**src/rtl/potcmd_seq.sv**
```systemverilog
module potcmd_seq #(
  parameter int unsigned NV_CYCLES = 500000,
  parameter int unsigned WIPER_DLY = 25,
  parameter logic [31:0] INIT_DR0  = 32'h2020_2020
) (
  input  logic        clk_i,
  input  logic        rst_ni,
  input  logic [3:0]  dev_addr_i,
  input  logic        start_i,
  input  logic        stop_i,
  input  logic        byte_vld_i,
  input  logic [7:0]  byte_i,
  input  logic        step_i,
  input  logic        step_up_i,
  output logic        ack_o,
  output logic [7:0]  rd_data_o,
  output logic        busy_o,
  output logic        incdec_o,
  output logic [31:0] wiper_o
);

  localparam int unsigned NCH  = 4;
  localparam int unsigned NREG = 4;
  localparam int unsigned CW   = $clog2(NV_CYCLES + 1);
  localparam int unsigned DW   = $clog2(WIPER_DLY + 2);

  localparam logic [3:0] OP_RDW  = 4'h9;
  localparam logic [3:0] OP_WRW  = 4'hA;
  localparam logic [3:0] OP_RDD  = 4'hB;
  localparam logic [3:0] OP_WRD  = 4'hC;
  localparam logic [3:0] OP_D2W  = 4'hD;
  localparam logic [3:0] OP_W2D  = 4'hE;
  localparam logic [3:0] OP_GD2W = 4'h1;
  localparam logic [3:0] OP_GW2D = 4'h8;
  localparam logic [3:0] OP_STEP = 4'h2;

  typedef enum logic [2:0] {S_IDLE, S_ADDR, S_INSTR, S_DATA, S_TAIL, S_STEP, S_SKIP} st_t;

  st_t             st_q;
  logic [3:0]      op_q;
  logic [1:0]      pot_q, reg_q;
  logic [7:0]      data_q, rd_q;
  logic            pend_q, ack_q;
  logic [7:0]      wcr_q   [NCH];
  logic [7:0]      dr_q    [NCH][NREG];
  logic [7:0]      apply_q [NCH];
  logic [NCH-1:0]  mask_q;
  logic [CW-1:0]   nv_cnt_q;
  logic [DW-1:0]   wd_cnt_q;

  function automatic logic op_known(input logic [3:0] op);
    case (op)
      OP_RDW, OP_WRW, OP_RDD, OP_WRD, OP_D2W,
      OP_W2D, OP_GD2W, OP_GW2D, OP_STEP: return 1'b1;
      default: return 1'b0;
    endcase
  endfunction

  function automatic logic [7:0] nudge(input logic [7:0] v, input logic up);
    logic [5:0] t;
    t = v[5:0];
    if (up && t != 6'h3F) t = t + 6'd1;
    else if (!up && t != 6'h00) t = t - 6'd1;
    return {v[7:6], t};
  endfunction

  logic addr_hit, is_read, commit;
  assign addr_hit = (byte_i == {4'b0101, dev_addr_i});
  assign is_read  = (op_q == OP_RDW) || (op_q == OP_RDD);
  assign commit   = stop_i && !start_i && (st_q == S_TAIL) && pend_q;

  always_ff @(posedge clk_i or negedge rst_ni) begin
    if (!rst_ni) begin
      st_q     <= S_IDLE;
      op_q     <= '0;
      pot_q    <= '0;
      reg_q    <= '0;
      data_q   <= '0;
      rd_q     <= '0;
      pend_q   <= 1'b0;
      ack_q    <= 1'b0;
      mask_q   <= '0;
      nv_cnt_q <= '0;
      wd_cnt_q <= '0;
      for (int i = 0; i < NCH; i++) begin
        wcr_q[i]   <= INIT_DR0[8*i +: 8];
        apply_q[i] <= '0;
        for (int j = 0; j < NREG; j++)
          dr_q[i][j] <= (j == 0) ? INIT_DR0[8*i +: 8] : 8'h00;
      end
    end else begin
      if (nv_cnt_q != '0) nv_cnt_q <= nv_cnt_q - 1'b1;
      if (wd_cnt_q != '0) wd_cnt_q <= wd_cnt_q - 1'b1;
      if (wd_cnt_q == DW'(1))
        for (int i = 0; i < NCH; i++)
          if (mask_q[i]) wcr_q[i] <= apply_q[i];

      if (start_i) begin
        st_q   <= S_ADDR;
        pend_q <= 1'b0;
        ack_q  <= 1'b0;
      end else if (stop_i) begin
        st_q   <= S_IDLE;
        pend_q <= 1'b0;
        ack_q  <= 1'b0;
        if (commit) begin
          case (op_q)
            OP_WRW: begin
              mask_q          <= NCH'(1) << pot_q;
              apply_q[pot_q]  <= data_q;
              wd_cnt_q        <= DW'(WIPER_DLY);
            end
            OP_D2W: begin
              mask_q          <= NCH'(1) << pot_q;
              apply_q[pot_q]  <= dr_q[pot_q][reg_q];
              wd_cnt_q        <= DW'(WIPER_DLY);
            end
            OP_GD2W: begin
              mask_q <= '1;
              for (int i = 0; i < NCH; i++) apply_q[i] <= dr_q[i][reg_q];
              wd_cnt_q <= DW'(WIPER_DLY);
            end
            OP_WRD: begin
              dr_q[pot_q][reg_q] <= data_q;
              nv_cnt_q           <= CW'(NV_CYCLES);
            end
            OP_W2D: begin
              dr_q[pot_q][reg_q] <= wcr_q[pot_q];
              nv_cnt_q           <= CW'(NV_CYCLES);
            end
            OP_GW2D: begin
              for (int i = 0; i < NCH; i++) dr_q[i][reg_q] <= wcr_q[i];
              nv_cnt_q <= CW'(NV_CYCLES);
            end
            default: ;
          endcase
        end
      end else if (byte_vld_i) begin
        case (st_q)
          S_ADDR: begin
            ack_q <= addr_hit && (nv_cnt_q == '0);
            st_q  <= (addr_hit && (nv_cnt_q == '0)) ? S_INSTR : S_SKIP;
          end
          S_INSTR: begin
            op_q  <= byte_i[7:4];
            pot_q <= byte_i[3:2];
            reg_q <= byte_i[1:0];
            ack_q <= op_known(byte_i[7:4]);
            case (byte_i[7:4])
              OP_RDW: begin rd_q <= wcr_q[byte_i[3:2]]; st_q <= S_DATA; end
              OP_RDD: begin rd_q <= dr_q[byte_i[3:2]][byte_i[1:0]]; st_q <= S_DATA; end
              OP_WRW, OP_WRD: st_q <= S_DATA;
              OP_D2W, OP_W2D, OP_GD2W, OP_GW2D: begin st_q <= S_TAIL; pend_q <= 1'b1; end
              OP_STEP: st_q <= S_STEP;
              default: st_q <= S_SKIP;
            endcase
          end
          S_DATA: begin
            st_q <= S_TAIL;
            if (is_read) begin
              ack_q  <= 1'b0;
              pend_q <= 1'b0;
            end else begin
              ack_q  <= 1'b1;
              data_q <= byte_i;
              pend_q <= 1'b1;
            end
          end
          S_IDLE: ack_q <= 1'b0;
          default: begin
            ack_q  <= 1'b0;
            pend_q <= 1'b0;
            st_q   <= S_SKIP;
          end
        endcase
      end

      if (st_q == S_STEP && step_i && !start_i && !stop_i)
        wcr_q[pot_q] <= nudge(wcr_q[pot_q], step_up_i);
    end
  end

  for (genvar g = 0; g < NCH; g++) begin : g_wiper
    assign wiper_o[8*g +: 8] = wcr_q[g];
  end

  assign ack_o     = ack_q;
  assign rd_data_o = rd_q;
  assign busy_o    = (nv_cnt_q != '0);
  assign incdec_o  = (st_q == S_STEP);

endmodule


```
**config.mk**
```make
export PLATFORM = sky130hd
export DESIGN_NAME = potcmd_seq
export DESIGN_NICKNAME = d
export VERILOG_FILES = /design/src/rtl/potcmd_seq.sv
export SDC_FILE = /design/constraint.sdc
export NUM_CORES = 1
export LEC_CHECK = 0
export BUFFER_PORTS_ARGS = -buffer_cell sky130_fd_sc_hd__buf_2
export CAP_MARGIN = 20
export CORE_ASPECT_RATIO = 0.75
export CORE_MARGIN = 2
export CORE_UTILIZATION = 25
export DETAILED_ROUTE_END_ITERATION = 10
export PLACE_DENSITY_LB_ADDON = 0.08
export SETUP_SLACK_MARGIN = 0.05
export SLEW_MARGIN = 10
export SYNTH_ARGS = -nofsm -noshare
export SYNTH_HDL_FRONTEND = slang
export SYNTH_SLANG_ARGS = --single-unit
```
**constraint.sdc**
```tcl
create_clock -name clk_i -period 5.5 [get_ports clk_i]
set_input_delay 1.375 -clock clk_i [delete_from_list [all_inputs] [get_ports clk_i]]
set_output_delay 1.375 -clock clk_i [all_outputs]
set_load 0.03 [all_outputs]
```
# Word-level counts from Yosys, hierarchy flattened
# Memory sizes are Yosys's and may differ from the RTL's.
# Index checks and enable logic that the tools add are counted.
[totals] regBits=249 latchBits=0 ramBits=0 romBits=16 word_cells=205 memories=1
[classes] addsub=4 n_mul=0 div=0 order_cmp=6 n_eq_ne=28 n_shift=1 mux=84 n_bitwise=7 n_reduce_logical=39
[mem_list] memory="(name not given)" depth=16 width=1 read_ports=1 rd_ports_with_merged_regs=0 wr=0 line_no="52" source="case (op)"
[ops] op="128-bit one-hot mux with 3 select lines" n=1
[ops] op="128-bit bitwise mux" n=2
[ops] op="32-bit bitwise mux" n=7
[ops] op="32-bit two-way mux" n=7
[ops] op="8-bit two-way mux" n=22
[ops] op="32-bit binary-select mux with 2-bit select" n=2
[ops] op="8-bit binary-select mux with 2-bit select" n=8
[ops] op="32-bit one-hot mux with 3 select lines" n=1
[ops] op="19-bit two-way mux" n=5
[ops] op="32-bit demux with 2-bit select" n=1
[ops] op="4-bit equality test, second input constant" n=14
[ops] op="8-bit demux with 2-bit select" n=2
[ops] op="5-bit two-way mux" n=5
[ops] op="19-bit logical NOT" n=1
[ops] op="19-bit nonzero test" n=1
[ops] op="19-bit by 1-bit subtractor with 19-bit output, second input constant" n=1
[ops] op="6-bit two-way mux" n=3
[ops] op="8-bit one-hot mux with 2 select lines" n=1
[ops] op="4-bit AND reduction" n=4
[ops] op="3-bit >= comparator, second input constant" n=4
[ops] op="3-bit two-way mux" n=4
[ops] op="2-bit NOT with 3-bit output" n=4
[ops] op="3-bit one-hot mux with 4 select lines" n=1
[ops] op="1-bit logical AND" n=11
[ops] op="34 further kinds" n=57

# Longest topological paths before layout
# Gate-level depths: netlist of run 1.
[depth] depth_word=11 ltp_mapped=11

# Worst setup path after synthesis of run 1
# OpenSTA, ideal clock, no wires.
[synth_timing] path_type="in2reg" start="input byte_i[2]" end="register rd_q[0] (netlist: rd_data_o[0])" setup_ps=126 arrival_time_ps=3031 path_slack_ps=2342 stages=6 path_cell_list="buf_2 -> buf_2 -> mux4_2 -> mux4_2 -> mux2i_1 -> a21oi_1"
[synth_via] elab_chain_len=8 elab_cells_between_ends=11 cone_classes="10 x mux; 1 x bitwise"
[synth_rtl] item="start: declaration" line_no="12" source="input logic [7:0] byte_i,"
[synth_rtl] item="2-bit NOT with 3-bit output (implied by the code) (*)" line_no="150, 151"
[synth_rtl] item="32-bit binary-select mux with 2-bit select" line_no="151" source="OP_RDD: begin rd_q <= dr_q[byte_i[3:2]][byte_i[1:0]]; st_q <= S_DATA; end"
[synth_rtl] item="32-bit two-way mux (implied by the code) (2 in series)" line_no="151"
[synth_rtl] item="8-bit binary-select mux with 2-bit select" line_no="151"
[synth_rtl] item="8-bit two-way mux (implied by the code) (2 in series)" line_no="151"
[synth_rtl] item="8-bit one-hot mux with 2 select lines (*)" line_no="149" source="case (byte_i[7:4])"
[synth_rtl] item="end signal: assignment" line_no="79" source="rd_q <= '0;"
[synth_rtl] item="end signal: assignment" line_no="150" source="OP_RDW: begin rd_q <= wcr_q[byte_i[3:2]]; st_q <= S_DATA; end"
[synth_rtl] item="end signal: assignment" line_no="151"
[synth_rtl] item="end: declaration" line_no="42" source="logic [7:0] data_q, rd_q;"
# Every way passes the cells marked *; elsewhere a longest branch is shown, timed or not. The select of a mux whose other input is x is not followed.
# A chain may end at the register's enable or synchronous reset.

# Final worst setup path of run 1
[layout_timing] start="register nv_cnt_q[6]" end="output busy_o"
[layout_via] elab_chain_len=1
[layout_rtl] item="start: declaration" line_no="48" source="logic [CW-1:0] nv_cnt_q;"
[layout_rtl] item="start signal: assignment" line_no="92" source="if (nv_cnt_q != '0) nv_cnt_q <= nv_cnt_q - 1'b1;"
[layout_rtl] item="start signal: assignment" line_no="125" source="nv_cnt_q <= CW'(NV_CYCLES);"
[layout_rtl] item="start signal: assignment" line_no="129" source="nv_cnt_q <= CW'(NV_CYCLES);"
[layout_rtl] item="19-bit nonzero test" line_no="189" source="assign busy_o = (nv_cnt_q != '0);"
[layout_rtl] item="end: declaration" line_no="17" source="output logic busy_o,"
# No other way between the ends.

==> results of run 1 <==
-- per-layer routing --
| metal | GRT usage, % | vias up | part of all wire [%] |
|---|---|---|---|
| met5 | 0 | - | 0.12 |
| met4 | 6.45 | 2 | 2.5 |
| met1 | 36.6 | 8766 | 47 |
| li1 | - | 7185 | - |
| met3 | 6.48 | 135 | 9.2 |
| met2 | 34.2 | 793 | 41 |
-- stage by stage --
step / util [%] / worst slack [ps] / instance area [um2] / total power, mW
floorplan: - / 2340 / 17800 / 2.83
global placement: 27.2 / 1480 / 19100 / 3.42
detailed placement: 27.2 / 1480 / 19100 / 3.42
CTS: 29.0 / 1360 / 20400 / 5.98
global route: 29.0 / 1180 / 20400 / 6.16
finish: 29.0 / 1360 / 20400 / 5.95
-- synthesized netlist by cell type (23+ instances only) --
cell / n / area share [%]
mux2i_1: 153 / 8.6
clkbuf_1: 87 / 1.8
nor2_1: 77 / 1.6
dfrtp_1: 241 / 34
o2bb2ai_1: 39 / 1.9
nand2_1: 371 / 7.8
inv_1: 47 / 0.99
a22o_1: 33 / 1.6
nor3_1: 24 / 0.67
a21oi_1: 96 / 2.7
o221ai_1: 67 / 3.3
a221oi_1: 64 / 3.1
mux4_2: 88 / 11
nand3_1: 29 / 0.81
mux2_2: 36 / 2.3
o21ai_0: 124 / 3.5
nand2b_1: 23 / 0.81
o21ai_1: 24 / 0.67
buf_2: 52 / 1.5
-- area by class of cell --
cell class	count	share of cell area, %
Antenna cell	1	0.0123
Timing Repair Buffer	119	3.86
Multi-Input combinational cell	1454	52.8
Clock buffer	52	5.00
Inverter	47	0.865
Tap cell	946	5.81
Sequential cell	249	30.6
Clock inverter	9	0.976
-- cells by family (layout without fill, tap and decap cells) --
kind of cell    Yosys count  count (layout)
compound gates          527             527
simple gates            624             624
buf+inv                 210             227
mux                     277             277
flops                   249             249
other cells               0               1
xor+xnor                 15              15
fa+ha+maj                11              11
-- power by group --
group | switching (mW) | internal (mW) | leakage [nW]
Clock | 0.970 | 1.56 | 0.597
Sequential | 0.154 | 1.89 | 3.31
Combinational | 0.994 | 0.382 | 3.67
-- worst max-delay path by stage --
stage / from / to / slack [ps] / depth (start not counted)
CTS: nv_cnt_q[6] / busy_o / 1360 / 4
detailed placement: byte_i[2] / ack_o / 1480 / 7
global route: nv_cnt_q[6] / busy_o / 1180 / 4
floorplan: byte_i[2] / rd_data_o[0] / 2340 / 6
finish: nv_cnt_q[6] / busy_o / 1360 / 4
global placement: byte_i[2] / ack_o / 1480 / 7
==> results_dict.tcl, run 1 <==
set metrics [dict create \
    status "finished clean" \
    reg2reg_to "wiper_o[17]" \
    synth_warnings 0 \
    endpoint_kind "output port" \
    fin_nets 1935 \
    synth_top_family_by_area "multiplexers" \
    drv_slew 0 \
    seq_area_frac_synth_pct 35.0 \
    path_cells "nor4_2, nand4_1, or2_2, buf_2" \
    syn_avg_cell_area_um2 9.32 \
    place_congestion 0.868 \
    drc 0 \
    path_max_fanout 12 \
    drive_above_1_share_pct 18.0 \
    critPathSlowestCell "nor4_2" \
    grt-ovfl-total 0 \
    slew_headroom_pct 26.3 \
    synth_seq_cells 249 \
    final_common_cell "nand2_1" \
    crit_path_start_kind "register" \
    synthXorXnorAreaFrac_pct 0.737 \
    final_cells 2877 \
    grtUsageTotal_pct 24.5 \
    final_cell_mix "371 x nand2_1, 238 x dfrtp_1, 153 x mux2i_1" \
    synth_compound_area_share_pct 20.5 \
    clock_latency_ps 560 \
    regToRegSetupSlack_ps 1770 \
    synthSimpleGateAreaFrac_pct 16.0 \
    arrival_ps 2770 \
    cts_tree "done" \
    grt_pass1_wl_um 131000 \
    peakVddDrop_mv 0.184 \
    synthFlopType "dfrtp_1" \
    min_period_ps 4140 \
    seqCellArea_um2 6250 \
    synth.distinct_cells 82 \
    cts_sinks 249 \
    cts_setup_buffers 0 \
    worstMarginPinSlew_ps 1100 \
    dp_hpwl_um 63600 \
    fmaxAchievable_mhz 242 \
    r2r-start "pot_q[0]" \
    syn_nets 1943 \
    cts_root_buffer "clkbuf_16" \
    period_share_pct 75.3 \
    r2r_cells 8 \
    power_density_nw_per_um2 292 \
    holdWs_ps 504 \
    port-buffer-count 61 \
    crit_required_ps 4120 \
    die_w_um 312 \
    vias 16900 \
    antenna_found_initial 2 \
    synth_fa_ha_area_share_pct 0.772 \
    nFillCells 7410 \
    worstSetupPathType "reg2out" \
    area_growth_syn_to_layout_pct 14.3 \
    multi_input_area_um2 10800 \
    cts_resized 0 \
    grt_max_degree 95 \
    ios 62 \
    crit_path_max_incr_delay_ps 520 \
    totalWireLength_um 91300 \
    rows 84 \
    muxShareOfSynthArea_pct 22.0 \
    synth_edf_count 0 \
    ant_nets 0 \
    clk_path_buf_depth 3 \
    setup_tns_ps 0 \
    setup_viol_count_final 0 \
    h-tree-depth 2 \
    dp_cells 2814 \
    min_path_type "reg2reg" \
    fin_skew_ps 24.4 \
    dieArea_um2 73500 \
    firstDrtPassIters 6 \
    max_cap_violations 0 \
    drtIter0Drc 1823 \
    initial_utilization_pct 25.4 \
    holdPathStages 1 \
    ys_async_sr_fraction_pct 100 \
    worst-path-buf-inv 1 \
    cts_made_buffers 34 \
    crit_family "simple AND/OR/NAND/NOR gates" \
    rsz0062_at_grt "false" \
    wl_per_cell_um 31.7 \
    first_global_vias 16300 \
    viasPerCell 5.87 \
    fp.dieH_um 235 \
    core_um2 70300 \
    final_hold_viol_count 0 \
    cts_hold_buf 0 \
    syn_area_um2 17800 \
    leakagePower_nw 7.58 \
    clk_pin_slew_ps 60 \
    syn_inst 1913 \
]
(Power assumes the default switching activity.)
==> run 2, diff against run 1 <==
ABC_AREA = 1   (was unset)
clock period = 4.2 ns   (was 5.5 ns; I/O delays follow)
==> run 2 against run 1 <==
  * Combinational power increased to 3.4 times the previous value
  * First-iteration DRC count grew 66%
  * Design area is 3.6% higher
  * Largest power group is now combinational cells
==> results_dict.tcl, run 2 <==
set metrics [dict create \
    crit_required_ps 3150 \
    power_density_nw_per_um2 529 \
    port-buffer-count 61 \
    cts_resized 0 \
    post-place-ws_ps 886 \
    syn_nets 2821 \
    post-synth-top-count-cell "o21ai_0" \
    cts_sinks 249 \
    synth.top_cell.area_share_pct 32.5 \
    p_total_mw 11.2 \
    syn_inst 2791 \
    synth_area_leaders "dfrtp_1 32%, o21ai_0 14%, a21oi_1 11%" \
    max_cap_violations 0 \
    grtUsageTotal_pct 26.4 \
    cts_tree "done" \
    core_um2 73500 \
    status "finished clean" \
    dp_hpwl_um 73200 \
    vias 21400 \
    synth_seq_cells 249 \
    setup_viol_count_final 0 \
    rows 86 \
    holdWs_ps 451 \
    cts_root_buffer "clkbuf_16" \
    synth.distinct_cells 53 \
    totalWireLength_um 103000 \
    path_max_fanout 8 \
    ios 62 \
    final_hold_viol_count 0 \
    final_common_cell "o21ai_0" \
    grt_pass1_wl_um 146000 \
    seqCellArea_um2 6240 \
    nFillCells 8100 \
    worstMarginPinSlew_ps 1150 \
    ys_async_sr_fraction_pct 100 \
    multi_input_area_um2 10400 \
    fmaxAchievable_mhz 305 \
    slew_headroom_pct 23.0 \
    viasPerCell 5.67 \
    leakagePower_nw 9.10 \
    first_global_vias 19300 \
    endpoint_kind "output port" \
    arrival_ps 2230 \
    drtIter0Drc 3032 \
    period_share_pct 78.1 \
    synthFlopType "dfrtp_1" \
    cts_setup_buffers 0 \
    dieArea_um2 76500 \
    grt_max_degree 81 \
    r2r_cells 14 \
    clock_latency_ps 580 \
    clk_path_buf_depth 3 \
    setup_tns_ps 0 \
    ant_nets 0 \
    fin_skew_ps 21.5 \
    drive_above_1_share_pct 9.72 \
    place_congestion 0.936 \
    rsz0062_at_grt "false" \
    firstDrtPassIters 6 \
    drc 0 \
    fp.dieH_um 240 \
    peakVddDrop_mv 0.332 \
    area_growth_syn_to_layout_pct 13.8 \
    initial_utilization_pct 25.3 \
    drv_slew 0 \
    wl_per_cell_um 27.4 \
    fin_nets 2803 \
    syn_area_um2 18600 \
    r2r-start "pot_q[0]" \
    seq_area_frac_synth_pct 33.6 \
    cts_made_buffers 35 \
    setup_slack_ps 919 \
    final_cell_mix "513 x o21ai_0, 396 x a21oi_1, 386 x nand2_1" \
    grt-ovfl-total 0 \
    clk_pin_slew_ps 60 \
    regToRegSetupSlack_ps 990 \
    synth_edf_count 0 \
    antenna_found_initial 3 \
    syn_avg_cell_area_um2 6.65 \
    reg2reg_to "wiper_o[16]" \
    worstSetupPathType "reg2out" \
    die_w_um 319 \
    synth_warnings 0 \
    h-tree-depth 2 \
    cts_hold_buf 0 \
    synth_common_cells "513 x o21ai_0, 396 x a21oi_1, 388 x nand2_1, 275 x inv_1, 257 x nand3_1" \
    min_path_type "in2async" \
    synth.largest_area_cell "dfrtp_1" \
    min_period_ps 3280 \
    crit_path_start_kind "register" \
]
run 2: cell count changes in the layout (fill, tap and decap cells not counted), sizes merged, moves of 39 or more:
cell / change
o21ai: +394
a21oi: +306
inv: +251
nand3: +229
mux2i: -153
nor2: +127
mux4: -88
a221oi: -57
o221ai: -53
o2bb2ai: -39
run 2: kinds of logic (layout without fill, tap and decap cells):
logic type / count (synthesis) / in the layout / share of synthesized area, %
fa+ha+maj: 11 / 11 / 0.741
xor+xnor: 17 / 17 / 0.802
flops: 249 / 249 / 33.6
simple gates: 895 / 895 / 20.8
buf+inv: 493 / 501 / 10.6
other cells: 0 / 2 / 0
compound gates: 1126 / 1126 / 33.4
run 2: stage by stage:
step | utilization, % | cells | cell area, um2
2_1_floorplan | - | 2791 | 18600
3_3_place_gp | 27.1 | 3704 | 19900
3_5_place_dp | 27.1 | 3704 | 19900
4_1_cts | 28.7 | 3767 | 21100
5_1_grt | 28.7 | 3767 | 21100
6_report | 28.8 | 3769 | 21100
run 2: where the power goes:
group | total (mW) | switching [mW] | internal, mW
Clock | 3.30 | 1.31 | 2.00
Sequential | 3.22 | 0.594 | 2.63
Combinational | 4.65 | 3.68 | 0.973
run 2: how the worst max path moves through the flow:
stage	startpoint	end	slack [ps]	cells past startpoint
2_1_floorplan	pot_q[1]	wiper_o[3]	1730	18
3_3_place_gp	start_i	register	930	11
3_5_place_dp	start_i	register	890	11
4_1_cts	nv_cnt_q[4]	busy_o	910	5
5_1_grt	pot_q[0]	wiper_o[16]	730	14
6_report	nv_cnt_q[4]	busy_o	920	5
run 2: layer usage:
layer  vias up  track usage (%)  wire (um)
li1       9599                -          -
met1     10600             40.9      49800
met2      1096             35.2      39700
met3       124             7.15      11500
met4         0             6.10       2200
met5         -                0          0
run 2: area by class of cell:
cell class / count / area share, %
clock inverter: 9 / 0.568
tap: 968 / 5.73
sequential: 249 / 29.5
timing repair buffer: 133 / 4.35
antenna: 2 / 0.0237
clock buffer: 54 / 5.25
inverter: 305 / 5.42
multi-input combinational: 2049 / 49.1
run 2: critical path: stages (launching register included):
cell	delay [ps]
dfrtp_1	410
nor2_1	230
nand2_1	150
nor2_1	170
nand4_1	370
buf_2	330
